## src/rtl/hbx_pkg.sv

```systemverilog
// Shared definitions for the host bridge address translator.
// Assumes a 32-bit core and bus address space.
package hbx_pkg;
    localparam int AW = 32;

    // Outbound region codes as seen on ob_region.
    typedef enum logic [2:0] {
        RGN_NONE    = 3'd0,
        RGN_MEM     = 3'd1,
        RGN_IO      = 3'd2,
        RGN_CFGREG  = 3'd3,
        RGN_CFGDATA = 3'd4
    } ob_region_e;
endpackage

```

## src/rtl/hbx_win_match.sv

```systemverilog
// Window comparator: reports whether an address falls inside an aligned
// power-of-two window given by its base and the number of offset bits.
// Assumes BASE is aligned to 2**SPAN_W and SPAN_W < AW.
module hbx_win_match #(
    parameter int              AW     = 32,
    parameter logic [AW-1:0]   BASE   = '0,
    parameter int              SPAN_W = 16
) (
    input  logic [AW-1:0] addr,
    output logic          hit
);
    localparam logic [AW-SPAN_W-1:0] TAG = BASE[AW-1:SPAN_W];

    // Compare the bits above the window offset with the base tag.
    always_comb begin
        hit = (addr[AW-1:SPAN_W] == TAG);
    end
endmodule

```

## src/rtl/hbx_out_path.sv

```systemverilog
// Outbound path: sorts a core address into a region and builds the bus
// address by splicing a base prefix onto the offset bits, one register stage.
// Assumes the memory, I/O and register-block windows do not overlap; the
// data port word lies inside the register block and takes priority over it.
module hbx_out_path
    import hbx_pkg::*;
#(
    parameter logic [AW-1:0] MEM_BASE  = 32'hE000_0000,
    parameter int            MEM_SPAN_W = 27,
    parameter logic [AW-1:0] IO_BASE   = 32'hEEFE_0000,
    parameter int            IO_SPAN_W = 16,
    parameter logic [AW-1:0] REG_BASE  = 32'hEEFF_FF00,
    parameter int            REG_SPAN_W = 8,
    parameter logic [AW-1:0] PORT_ADDR = 32'hEEFF_FFFC
) (
    input  logic          clk,
    input  logic          rst_n,
    input  logic          core_valid,
    input  logic [AW-1:0] core_addr,
    input  logic [AW-1:0] ob_mem_base,
    input  logic [AW-1:0] ob_io_base,
    input  logic [AW-1:0] cfg_ptr,
    output logic          ob_req,
    output logic [AW-1:0] ob_addr,
    output logic [2:0]    ob_region,
    output logic          ob_local,
    output logic          ob_err,
    output logic          ob_cfg_t1
);
    localparam int PORT_SPAN_W = 2;

    logic          hit_mem, hit_io, hit_reg, hit_port;
    ob_region_e    rgn_d;
    logic [AW-1:0] addr_d;
    logic          req_d, local_d, err_d, t1_d;

    hbx_win_match #(.AW(AW), .BASE(MEM_BASE), .SPAN_W(MEM_SPAN_W)) u_mem (
        .addr(core_addr), .hit(hit_mem));
    hbx_win_match #(.AW(AW), .BASE(IO_BASE), .SPAN_W(IO_SPAN_W)) u_io (
        .addr(core_addr), .hit(hit_io));
    hbx_win_match #(.AW(AW), .BASE(REG_BASE), .SPAN_W(REG_SPAN_W)) u_reg (
        .addr(core_addr), .hit(hit_reg));
    hbx_win_match #(.AW(AW), .BASE(PORT_ADDR), .SPAN_W(PORT_SPAN_W)) u_port (
        .addr(core_addr), .hit(hit_port));

    // Priority region select: data port, register block, I/O, memory.
    always_comb begin
        if (!core_valid)   rgn_d = RGN_NONE;
        else if (hit_port) rgn_d = RGN_CFGDATA;
        else if (hit_reg)  rgn_d = RGN_CFGREG;
        else if (hit_io)   rgn_d = RGN_IO;
        else if (hit_mem)  rgn_d = RGN_MEM;
        else               rgn_d = RGN_NONE;
    end

    // Build the bus address and the per-region flags.
    always_comb begin
        addr_d  = '0;
        req_d   = 1'b0;
        local_d = 1'b0;
        err_d   = 1'b0;
        t1_d    = 1'b0;
        case (rgn_d)
            RGN_MEM: begin
                req_d  = 1'b1;
                addr_d = {ob_mem_base[AW-1:MEM_SPAN_W], core_addr[MEM_SPAN_W-1:0]};
            end
            RGN_IO: begin
                req_d  = 1'b1;
                addr_d = {ob_io_base[AW-1:IO_SPAN_W], core_addr[IO_SPAN_W-1:0]};
            end
            RGN_CFGDATA: begin
                req_d  = 1'b1;
                addr_d = cfg_ptr;
                t1_d   = cfg_ptr[0];
            end
            RGN_CFGREG: local_d = 1'b1;
            default:    err_d   = core_valid;
        endcase
    end

    // Output register stage with synchronous reset.
    always_ff @(posedge clk) begin
        if (!rst_n) begin
            ob_req    <= 1'b0;
            ob_addr   <= '0;
            ob_region <= RGN_NONE;
            ob_local  <= 1'b0;
            ob_err    <= 1'b0;
            ob_cfg_t1 <= 1'b0;
        end else begin
            ob_req    <= req_d;
            ob_addr   <= addr_d;
            ob_region <= rgn_d;
            ob_local  <= local_d;
            ob_err    <= err_d;
            ob_cfg_t1 <= t1_d;
        end
    end

    AST_ERR_BLOCKS_REQ: assert property (@(posedge clk) disable iff (!rst_n)
        ob_err |-> (!ob_req && !ob_local));
    AST_MEM_OFFSET_KEPT: assert property (@(posedge clk) disable iff (!rst_n)
        (core_valid && hit_mem) |=> (ob_req && ob_addr[MEM_SPAN_W-1:0] == $past(core_addr[MEM_SPAN_W-1:0])));
    AST_IO_OFFSET_KEPT: assert property (@(posedge clk) disable iff (!rst_n)
        (core_valid && hit_io) |=> (ob_req && ob_addr[IO_SPAN_W-1:0] == $past(core_addr[IO_SPAN_W-1:0])));
    AST_PORT_USES_PTR: assert property (@(posedge clk) disable iff (!rst_n)
        (core_valid && hit_port) |=> (ob_req && ob_addr == $past(cfg_ptr)));
    AST_LOCAL_NO_REQ: assert property (@(posedge clk) disable iff (!rst_n)
        $onehot0({ob_req, ob_local, ob_err}));
    AST_IDLE_QUIET: assert property (@(posedge clk) disable iff (!rst_n)
        !core_valid |=> (!ob_req && !ob_local && !ob_err));
endmodule

```

## src/rtl/hbx_in_path.sv

```systemverilog
// Inbound path: decides whether a memory cycle from another bus master is
// claimed. Each resource window is matched and gated by its own enable bit;
// I/O cycles are never claimed. The claim is registered with the address phase.
// Assumes the resource windows are disjoint.
module hbx_in_path
    import hbx_pkg::*;
#(
    parameter int                      NWIN     = 2,
    parameter logic [NWIN-1:0][AW-1:0] WIN_BASE = {32'hFFC0_0000, 32'hF000_0000},
    parameter logic [NWIN-1:0][7:0]    WIN_SPAN = {8'd22, 8'd18}
) (
    input  logic            clk,
    input  logic            rst_n,
    input  logic            in_valid,
    input  logic [AW-1:0]   in_addr,
    input  logic            in_is_io,
    input  logic [NWIN-1:0] host_en,
    output logic            in_claim,
    output logic [NWIN-1:0] in_claim_sel
);
    logic [NWIN-1:0] win_hit;
    logic [NWIN-1:0] sel_d;
    logic            mem_cycle;

    // One comparator per resource window.
    for (genvar g = 0; g < NWIN; g++) begin : g_win
        localparam int SW = int'(WIN_SPAN[g]);
        hbx_win_match #(.AW(AW), .BASE(WIN_BASE[g]), .SPAN_W(SW)) u_match (
            .addr(in_addr), .hit(win_hit[g]));
    end

    // Only memory cycles are candidates; gate hits by enables.
    always_comb begin
        mem_cycle = in_valid && !in_is_io;
        sel_d     = mem_cycle ? (win_hit & host_en) : '0;
    end

    // Register the claim together with the address phase.
    always_ff @(posedge clk) begin
        if (!rst_n) begin
            in_claim     <= 1'b0;
            in_claim_sel <= '0;
        end else begin
            in_claim     <= |sel_d;
            in_claim_sel <= sel_d;
        end
    end

    AST_IO_NEVER_CLAIMED: assert property (@(posedge clk) disable iff (!rst_n)
        (in_valid && in_is_io) |=> !in_claim);
    AST_CLAIM_SEL_ONEHOT: assert property (@(posedge clk) disable iff (!rst_n)
        $onehot0(in_claim_sel));
    AST_CLAIM_NEEDS_ENABLE: assert property (@(posedge clk) disable iff (!rst_n)
        in_claim |-> ((in_claim_sel & $past(host_en)) != '0));
    AST_IDLE_NO_CLAIM: assert property (@(posedge clk) disable iff (!rst_n)
        !in_valid |=> (!in_claim && in_claim_sel == '0));
endmodule

```

## src/rtl/hbx_addr_xlat.sv

```systemverilog
// Top level of the host bridge address translator. Joins the outbound
// region decode and prefix splice with the inbound claim gate. Register
// values (prefixes, pointer, enables) arrive as inputs from the register file.
module hbx_addr_xlat
    import hbx_pkg::*;
(
    input  logic        clk,
    input  logic        rst_n,
    input  logic        core_valid,
    input  logic [31:0] core_addr,
    input  logic [31:0] ob_mem_base,
    input  logic [31:0] ob_io_base,
    input  logic [31:0] cfg_ptr,
    input  logic [1:0]  host_en,
    input  logic        in_valid,
    input  logic [31:0] in_addr,
    input  logic        in_is_io,
    output logic        ob_req,
    output logic [31:0] ob_addr,
    output logic [2:0]  ob_region,
    output logic        ob_local,
    output logic        ob_err,
    output logic        ob_cfg_t1,
    output logic        in_claim,
    output logic [1:0]  in_claim_sel
);
    hbx_out_path u_out (
        .clk        (clk),
        .rst_n      (rst_n),
        .core_valid (core_valid),
        .core_addr  (core_addr),
        .ob_mem_base(ob_mem_base),
        .ob_io_base (ob_io_base),
        .cfg_ptr    (cfg_ptr),
        .ob_req     (ob_req),
        .ob_addr    (ob_addr),
        .ob_region  (ob_region),
        .ob_local   (ob_local),
        .ob_err     (ob_err),
        .ob_cfg_t1  (ob_cfg_t1)
    );

    hbx_in_path #(.NWIN(2)) u_in (
        .clk         (clk),
        .rst_n       (rst_n),
        .in_valid    (in_valid),
        .in_addr     (in_addr),
        .in_is_io    (in_is_io),
        .host_en     (host_en),
        .in_claim    (in_claim),
        .in_claim_sel(in_claim_sel)
    );

    // Reset clears every output on the following edge.
    AST_RESET_CLEARS: assert property (@(posedge clk)
        !rst_n |=> (!ob_req && !ob_err && !ob_local && !in_claim));
endmodule

```

## config.mk

```make
export PLATFORM = sky130hd
export DESIGN_NAME = hbx_addr_xlat
export DESIGN_NICKNAME = d
export VERILOG_FILES = /design/src/rtl/hbx_pkg.sv /design/src/rtl/hbx_win_match.sv /design/src/rtl/hbx_out_path.sv /design/src/rtl/hbx_in_path.sv /design/src/rtl/hbx_addr_xlat.sv
export SDC_FILE = /design/constraint.sdc
export NUM_CORES = 1
export LEC_CHECK = 0
export ABC_AREA = 1
export BUFFER_PORTS_ARGS = -buffer_cell sky130_fd_sc_hd__buf_2
export CORE_ASPECT_RATIO = 0.7
export CORE_MARGIN = 2
export CORE_UTILIZATION = 36
export CTS_CLUSTER_SIZE = 40
export DETAILED_ROUTE_END_ITERATION = 16
export HOLD_SLACK_MARGIN = 0.15
export PLACE_DENSITY = 0.79
export SYNTH_ARGS = -nofsm -noshare
export SYNTH_HDL_FRONTEND = slang
export SYNTH_SLANG_ARGS = --single-unit
export TNS_END_PERCENT = 20
```

## constraint.sdc

```tcl
create_clock -name clk -period 1.7 [get_ports clk]
set_input_delay 0.34 -clock clk [delete_from_list [all_inputs] [get_ports clk]]
set_output_delay 0.34 -clock clk [all_outputs]
set_load 0.02 [all_outputs]
```

==> summary.txt, run 1 <==
Outcome
  • Status: finished clean

Floorplan
  • Die ar.: 6650 um2
  • Die H: 68.8 um
  • I/O pin count: 209
  • Core footprint: 5760 um2
  • Row cnt: 23
  • Initial core utilization: roughly 38%
  • Chip Width: just under 100 um

Routing
  • Final wirelength: 6700 um
  • Residual DRC: 0
  • ANT nets after route: 0
  • Routed wire per std cell: 12.6 um
  • Vias/cell: approximately 4.7
  • DRT iter0 DRCs: 101
  • Via count: 2494
  • DRT Pass-1 Iters: 4

Global routing
  • Vias in the first global route: 2187
  • Congestion Overflow GR: 0
  • Largest net degree at the start of global routing: 17
  • Total GRT Usage: about a fifth
  • Initial antenna violation count: 0
  • First-pass GRT wire length: 10200 um

Synth
  • Leading register cell type out of synthesis: dfxtp_1
  • Flops & latches, synth: 42
  • Syn. warnings: 0
  • Distinct cells, synth: 28
  • Ys async rst share: 0%
  • Seq/Total Area, Yosys: 38.9%
  • Mean Syn Cell Area: 7.35 um2
  • Number of synthesized flops with an enable pin: 0
  • Syn Nets: 461
  • Post-Syn Area: approximately 2200 um2
  • Mapped Cells: 294

Clock network
  • Hold buffer count at CTS: 0
  • Worst-path clk slew: 0.08 ns
  • CTS tree: built
  • H-tree Lvls: 2
  • Post-CTS setup buffer count: 0
  • Root Buffer: clkbuf_8
  • CTS resizes: 0
  • CTS max path bufs: 2
  • Clock sink total: 42
  • CTS Buf Count: 5

Timing
  • Worst slew margin: 76.3%
  • Maximum clock frequency: 677 MHz
  • Hold Vio Cnt, Final: 0
  • Final period util: 86.9%
  • Final min period: approximately 1.5 ns
  • Hold slack: 0.238 ns
  • Final Setup Violations: 0
  • Worst-margin pin slew: 0.353 ns
  • Pins over their slew limit: 0
  • Setup_tns: 0 ns
  • RSZ-0062 raised after global routing: false

Placement
  • I/O Buffers: 147
  • Hpwl dp: between 5000 and 6000 um
  • Placer Congestion: 0.846

Finish
  • Most common cell after layout, fill and taps aside: buf_2
  • Area Growth Syn to Fin: 46.5%
  • Diodes inserted: 0
  • Fin nets: 621
  • Most frequent cells in the layout: buf_2, nand2_1, nand3_1
  • Share of cells above drive strength 1: 46.4%

Power
  • Pleak: 1.73 nW
  • PwrDens: between 500 and 600 nW/um2
  • Max IR drop VDD: 330 uV

Setup path
  • Crit end category: flip-flop
  • Critical path startpoint category: input port
  • CP arrival: 1.69 ns
  • Worst endpoint required time: about 1.9 ns
  • Critical Path Fanout Max: 16
  • Worst Setup Path Type: in2reg

Job
  • Max_cap viols: 0

Min path
  • Hold Path Depth: 3
  • Hold/Removal Path Class: in2reg
  • Hold Crit Start: cfg_ptr[14]
  • Hold endpoint: u_out.ob_addr[14]$_SDFF_PN0_
==> synthesized netlist by cell type (2+ instances only) <==
master | number | area [um2]
inv_2 | 2 | 7.51
nor2_1 | 18 | 67.6
nor4_1 | 2 | 12.5
buf_2 | 4 | 20.0
nor2_2 | 3 | 18.8
a21oi_1 | 7 | 35.0
nor2_4 | 9 | 101
nand3_1 | 43 | 215
inv_1 | 27 | 101
nand2_1 | 80 | 300
dfxtp_1 | 42 | 841
nand3_2 | 4 | 40.0
nor3_1 | 4 | 20.0
nand2_4 | 5 | 56.3
nand2_2 | 9 | 56.3
clkbuf_1 | 3 | 11.3
a21oi_2 | 4 | 35.0
nand4_1 | 18 | 113
==> how the worst max path moves through the flow <==
stage                                               to  cells after the start           from  slack (ns)
after floorplan           u_out.ob_addr[23]$_SDFF_PN0_                     13  core_addr[28]        0.20
after global placement     u_out.ob_addr[2]$_SDFF_PN0_                     12  core_addr[24]      -0.008
after detailed placement   u_out.ob_addr[1]$_SDFF_PN0_                     12  core_addr[24]       -0.05
after CTS                  u_out.ob_addr[1]$_SDFF_PN0_                     12  core_addr[24]        0.25
after global routing       u_out.ob_addr[1]$_SDFF_PN0_                     12  core_addr[24]        0.13
final                      u_out.ob_addr[1]$_SDFF_PN0_                     12  core_addr[28]        0.22
==> critical path, stage by stage <==
cell and delay [ns]:
buf_2 0.10, inv_1 0.05, nand2_2 0.07, nor2_4 0.18, nand2_4 0.09, nor2_4 0.11, nand2_2 0.08, nand2_1 0.08
nand3_2 0.12, nand2_4 0.22, nand2_1 0.08, a21oi_1 0.16
==> report_power, final <==
| part | total (mW) | switching (mW) | internal, mW | leakage, nW |
|---|---|---|---|---|
| Clock | 0.668 | 0.340 | 0.328 | 0.0482 |
| Sequential | 0.987 | 0.000808 | 0.987 | 0.339 |
| Combinational | 0.236 | 0.121 | 0.115 | 1.35 |
==> kinds of logic (layout without fill, tap and decap cells) <==
family	count (synthesis)	in the layout	synth area share, %
DFF	42	42	38.9
AOI/OAI and AO/OA	12	12	4.00
buffers and inverters	41	202	8.40
and+or+nand+nor	199	199	48.7
==> per-layer routing <==
| layer | share of wire (%) | GRT usage, % | vias to the layer above |
|---|---|---|---|
| met2 | 43 | 30.6 | 125 |
| met4 | 0.60 | 6.51 | 0 |
| met5 | 0 | 0 | - |
| li1 | - | - | 1276 |
| met1 | 48 | 26.1 | 1089 |
| met3 | 8.2 | 6.25 | 4 |
==> final cells by class <==
type                    instances  area (um2)
clock buffers                   7        86.3
clock inverters                 1        5.00
fillers                       586        2590
inverters                      30         113
multi-input cells             211        1140
flip-flops and latches         42         841
well taps                      75        93.8
repair buffers                164         888
==> flip-flops by register name, indices dropped and copies added (netlist names) <==
register / count
u_out.ob_cfg_t1: 1
u_in.in_claim: 1
u_out.ob_local: 1
u_out.ob_req: 1
u_in.in_claim_sel: 2
u_out.ob_addr: 32
u_out.ob_err: 1
u_out.ob_region: 3
==> through the flow <==
| step | area, um2 | power, mW | setup WS (ns) | cells | utilization (%) |
|---|---|---|---|---|---|
| 4_1_cts | 3170 | 1.92 | 0.248 | 530 | 55.0 |
| 3_5_place_dp | 3070 | 1.25 | -0.0549 | 522 | 53.4 |
| 5_1_grt | 3170 | 1.99 | 0.127 | 530 | 55.0 |
| 2_1_floorplan | 2160 | 1.09 | 0.199 | 294 | - |
| 3_3_place_gp | 3070 | 1.24 | -0.00759 | 522 | 53.4 |
| 6_report | 3170 | 1.89 | 0.223 | 530 | 55.0 |
(Power assumes the default switching activity.)
==> run 2: changes to the inputs <==
- ABC_AREA: 1 -> 0
- CORE_UTILIZATION: 36 -> 34
- PLACE_DENSITY: 0.79 -> 0.8
==> run 2 against run 1 <==
Sequential share of layout area is 3.6 points higher. Worst setup slack better by 0.032 ns. Wire length shrank 8.9%. Cell area decreased by 12%. Die area fell by 9.1%. Fmax up 2.2%. Critical endpoint is now u_out.ob_addr[18]$_SDFF_PN0_. Critical path type unchanged.
==> summary.txt, run 2 <==
Setup path
  • Critical-path cell list: buf_2, nand4b_4, nor4_4, buf_4, nand3_1, a21oi_1
  • Worst Setup SP: core_addr[28]
  • Crit end category: flip-flop
  • Worst Setup EP: u_out.ob_addr[18]$_SDFF_PN0_
  • CP arrival: around 1.7 ns
  • Critical path startpoint category: input port
  • WP buf/inv: 2
  • Critical Path Fanout Max: 38
  • Worst Setup Path Type: in2reg
  • CP peak stage delay: around 0.4 ns
  • Worst endpoint required time: 1.91 ns
  • Cell family with most CP delay: simple AND/OR/NAND/NOR gates
  • Critical Path Stages: 6
  • Critical Path Slowest Stage Cell: buf_4

Power
  • Design Power: between 1.5 and 2 mW
  • Pleak: 1.37 nW
  • Max IR drop VDD: ~290 uV
  • PwrDens: 663 nW/um2

Finish
  • Most frequent cells in the layout: buf_2, dfxtp_1, nand2_1
  • Final std cell area, no fill: 2790 um2
  • Fin nets: between 500 and 600
  • Regs by FF count: u_out.ob_addr x32, u_out.ob_region x3, u_in.in_claim_sel x2
  • Fillers: between 500 and 600
  • Most common cell after layout, fill and taps aside: buf_2
  • Largest Register: u_out.ob_addr
  • Diodes inserted: 0
  • Area Growth Syn to Fin: 51.0%
  • Max FFs per register: 32
  • Share of cells above drive strength 1: between 40% and 50%

Clock network
  • Clock sink total: 42
  • H-tree Lvls: 2
  • Post-CTS setup buffer count: 0
  • Root Buffer: clkbuf_8
  • CTS Buf Count: 5
  • Hold buffer count at CTS: 0
  • CTS max path bufs: 2
  • Worst-path clk slew: around 0.080 ns
  • CTS resizes: 0
  • CTS tree: built

Timing
  • Worst slew margin: between 60% and 70%
  • Maximum clock frequency: 692 MHz
  • Final Setup Violations: 0
  • Final period util: 85.0%
  • Final min period: between 1 and 1.5 ns
  • Worst-margin pin slew: about 0.53 ns
  • RSZ-0062 raised after global routing: false
  • Hold Vio Cnt, Final: 0
  • Pins over their slew limit: 0

Synth
  • Area contributors post-synth: dfxtp_1, nand4_1, a22oi_1
  • Count leader, synth: dfxtp_1
  • Top cell types by occurrence after synthesis: dfxtp_1, nand2_1, nand4_1
  • Mapped Cells: 216
  • Post-Syn Area: 1850 um2
  • Simple-gate share of the synthesized area: approximately a third
  • Number of synthesized flops with an enable pin: 0
  • Area leader, netlist: dfxtp_1
  • Seq/Total Area, Yosys: 45.6%
  • Adder-cell share of the synthesized area: 0%
  • Flops & latches, synth: 42
  • Syn Nets: roughly 380
  • Post-synthesis mux area share: 0%
  • Mean Syn Cell Area: about 8.5 um2
  • Post-synth top area share: a little under half
  • Syn. warnings: 0
  • XOR/XNOR Fraction of Synth Area: 0%
  • Distinct cells, synth: 28
  • Post-synthesis compound-gate area fraction: 17.8%
  • Leading register cell type out of synthesis: dfxtp_1
  • Ys async rst share: 0%
  • Largest family of logic cells by synthesized area: simple AND/OR/NAND/NOR gates

Global routing
  • Largest net degree at the start of global routing: 39
  • Congestion Overflow GR: 0
  • Vias in the first global route: 2087
  • First-pass GRT wire length: 9570 um
  • Initial antenna violation count: 0
  • Total GRT Usage: 20.2%

Routing
  • Vias/cell: 5.16
  • DRT iter0 DRCs: 112
  • DRT Pass-1 Iters: 4
  • Routed wire per std cell: between 10 and 15 um
  • Final wirelength: roughly 6000 um
  • Residual DRC: 0
  • ANT nets after route: 0
  • Via count: between 2000 and 2500

Placement
  • Placer Congestion: roughly 0.80
  • Placement Cell Area: 2700 um2
  • Hpwl dp: between 4000 and 5000 um
  • I/O Buffers: 147

Floorplan
  • Chip Width: 92.1 um
  • Die H: 65.6 um
  • Core footprint: 5230 um2
  • Row cnt: 22
  • Die ar.: 6040 um2
  • Initial core utilization: 35.3%
  • I/O pin count: 209

Job
  • Max_cap viols: 0

Min path
  • Hold Crit Start: cfg_ptr[9]
  • Hold/Removal Path Class: in2reg

Outcome
  • Status: finished clean
run 2: worst min-delay path by stage:
stage / endpoint / slack [ns] / depth (start not counted)
3_3_place_gp: u_out.ob_addr[11]$_SDFF_PN0_ / 0.54 / 2
5_1_grt: u_out.ob_addr[9]$_SDFF_PN0_ / 0.24 / 2
4_1_cts: u_out.ob_addr[9]$_SDFF_PN0_ / 0.24 / 2
2_1_floorplan: u_out.ob_region[1]$_SDFF_PN0_ / 0.43 / 1
3_5_place_dp: u_out.ob_addr[9]$_SDFF_PN0_ / 0.55 / 2
6_report: u_out.ob_addr[9]$_SDFF_PN0_ / 0.25 / 2
run 2: logic make-up after synthesis:
kind of cell | Yosys count
AO/OA/AOI/OAI | 54
buffers and inverters | 20
flip-flops | 42
AND/OR/NAND/NOR | 100
run 2: area by class of cell:
type                    instances  area, um2  share of cell area (%)
multi-input cells             154        912                    32.7
repair buffers                160        846                    30.4
flip-flops and latches         42        841                    30.2
well taps                      72       90.1                    3.23
clock buffers                   6       72.6                    2.60
clock inverters                 2       13.8                   0.494
inverters                       3       11.3                   0.404
run 2: routing by layer:
metal,global-route usage [%],vias up,part of all wire (%)
li1,-,1107,-
met5,0,-,0
met3,5.05,12,8.9
met2,34.7,121,45
met1,25.2,1024,44
met4,5.97,0,1.4
run 2: per-stage QoR:
stage / TNS [ns] / util (%) / hold WS (ns) / std cells / worst slack (ns)
after floorplan: 0 / - / 0.427 / 216 / 0.219
after global placement: -0.000189 / 51.6 / 0.542 / 431 / -0.000189
after detailed placement: -0.0243 / 51.6 / 0.550 / 431 / -0.0243
after CTS: 0 / 53.3 / 0.238 / 439 / 0.281
after global routing: 0 / 53.3 / 0.243 / 439 / 0.131
final: 0 / 53.3 / 0.246 / 439 / 0.256
run 2: power breakdown:
group,internal (mW),leakage (nW),switching (mW)
Clock,0.290,0.0452,0.347
Sequential,0.987,0.339,0.00108
Combinational,0.115,0.985,0.108
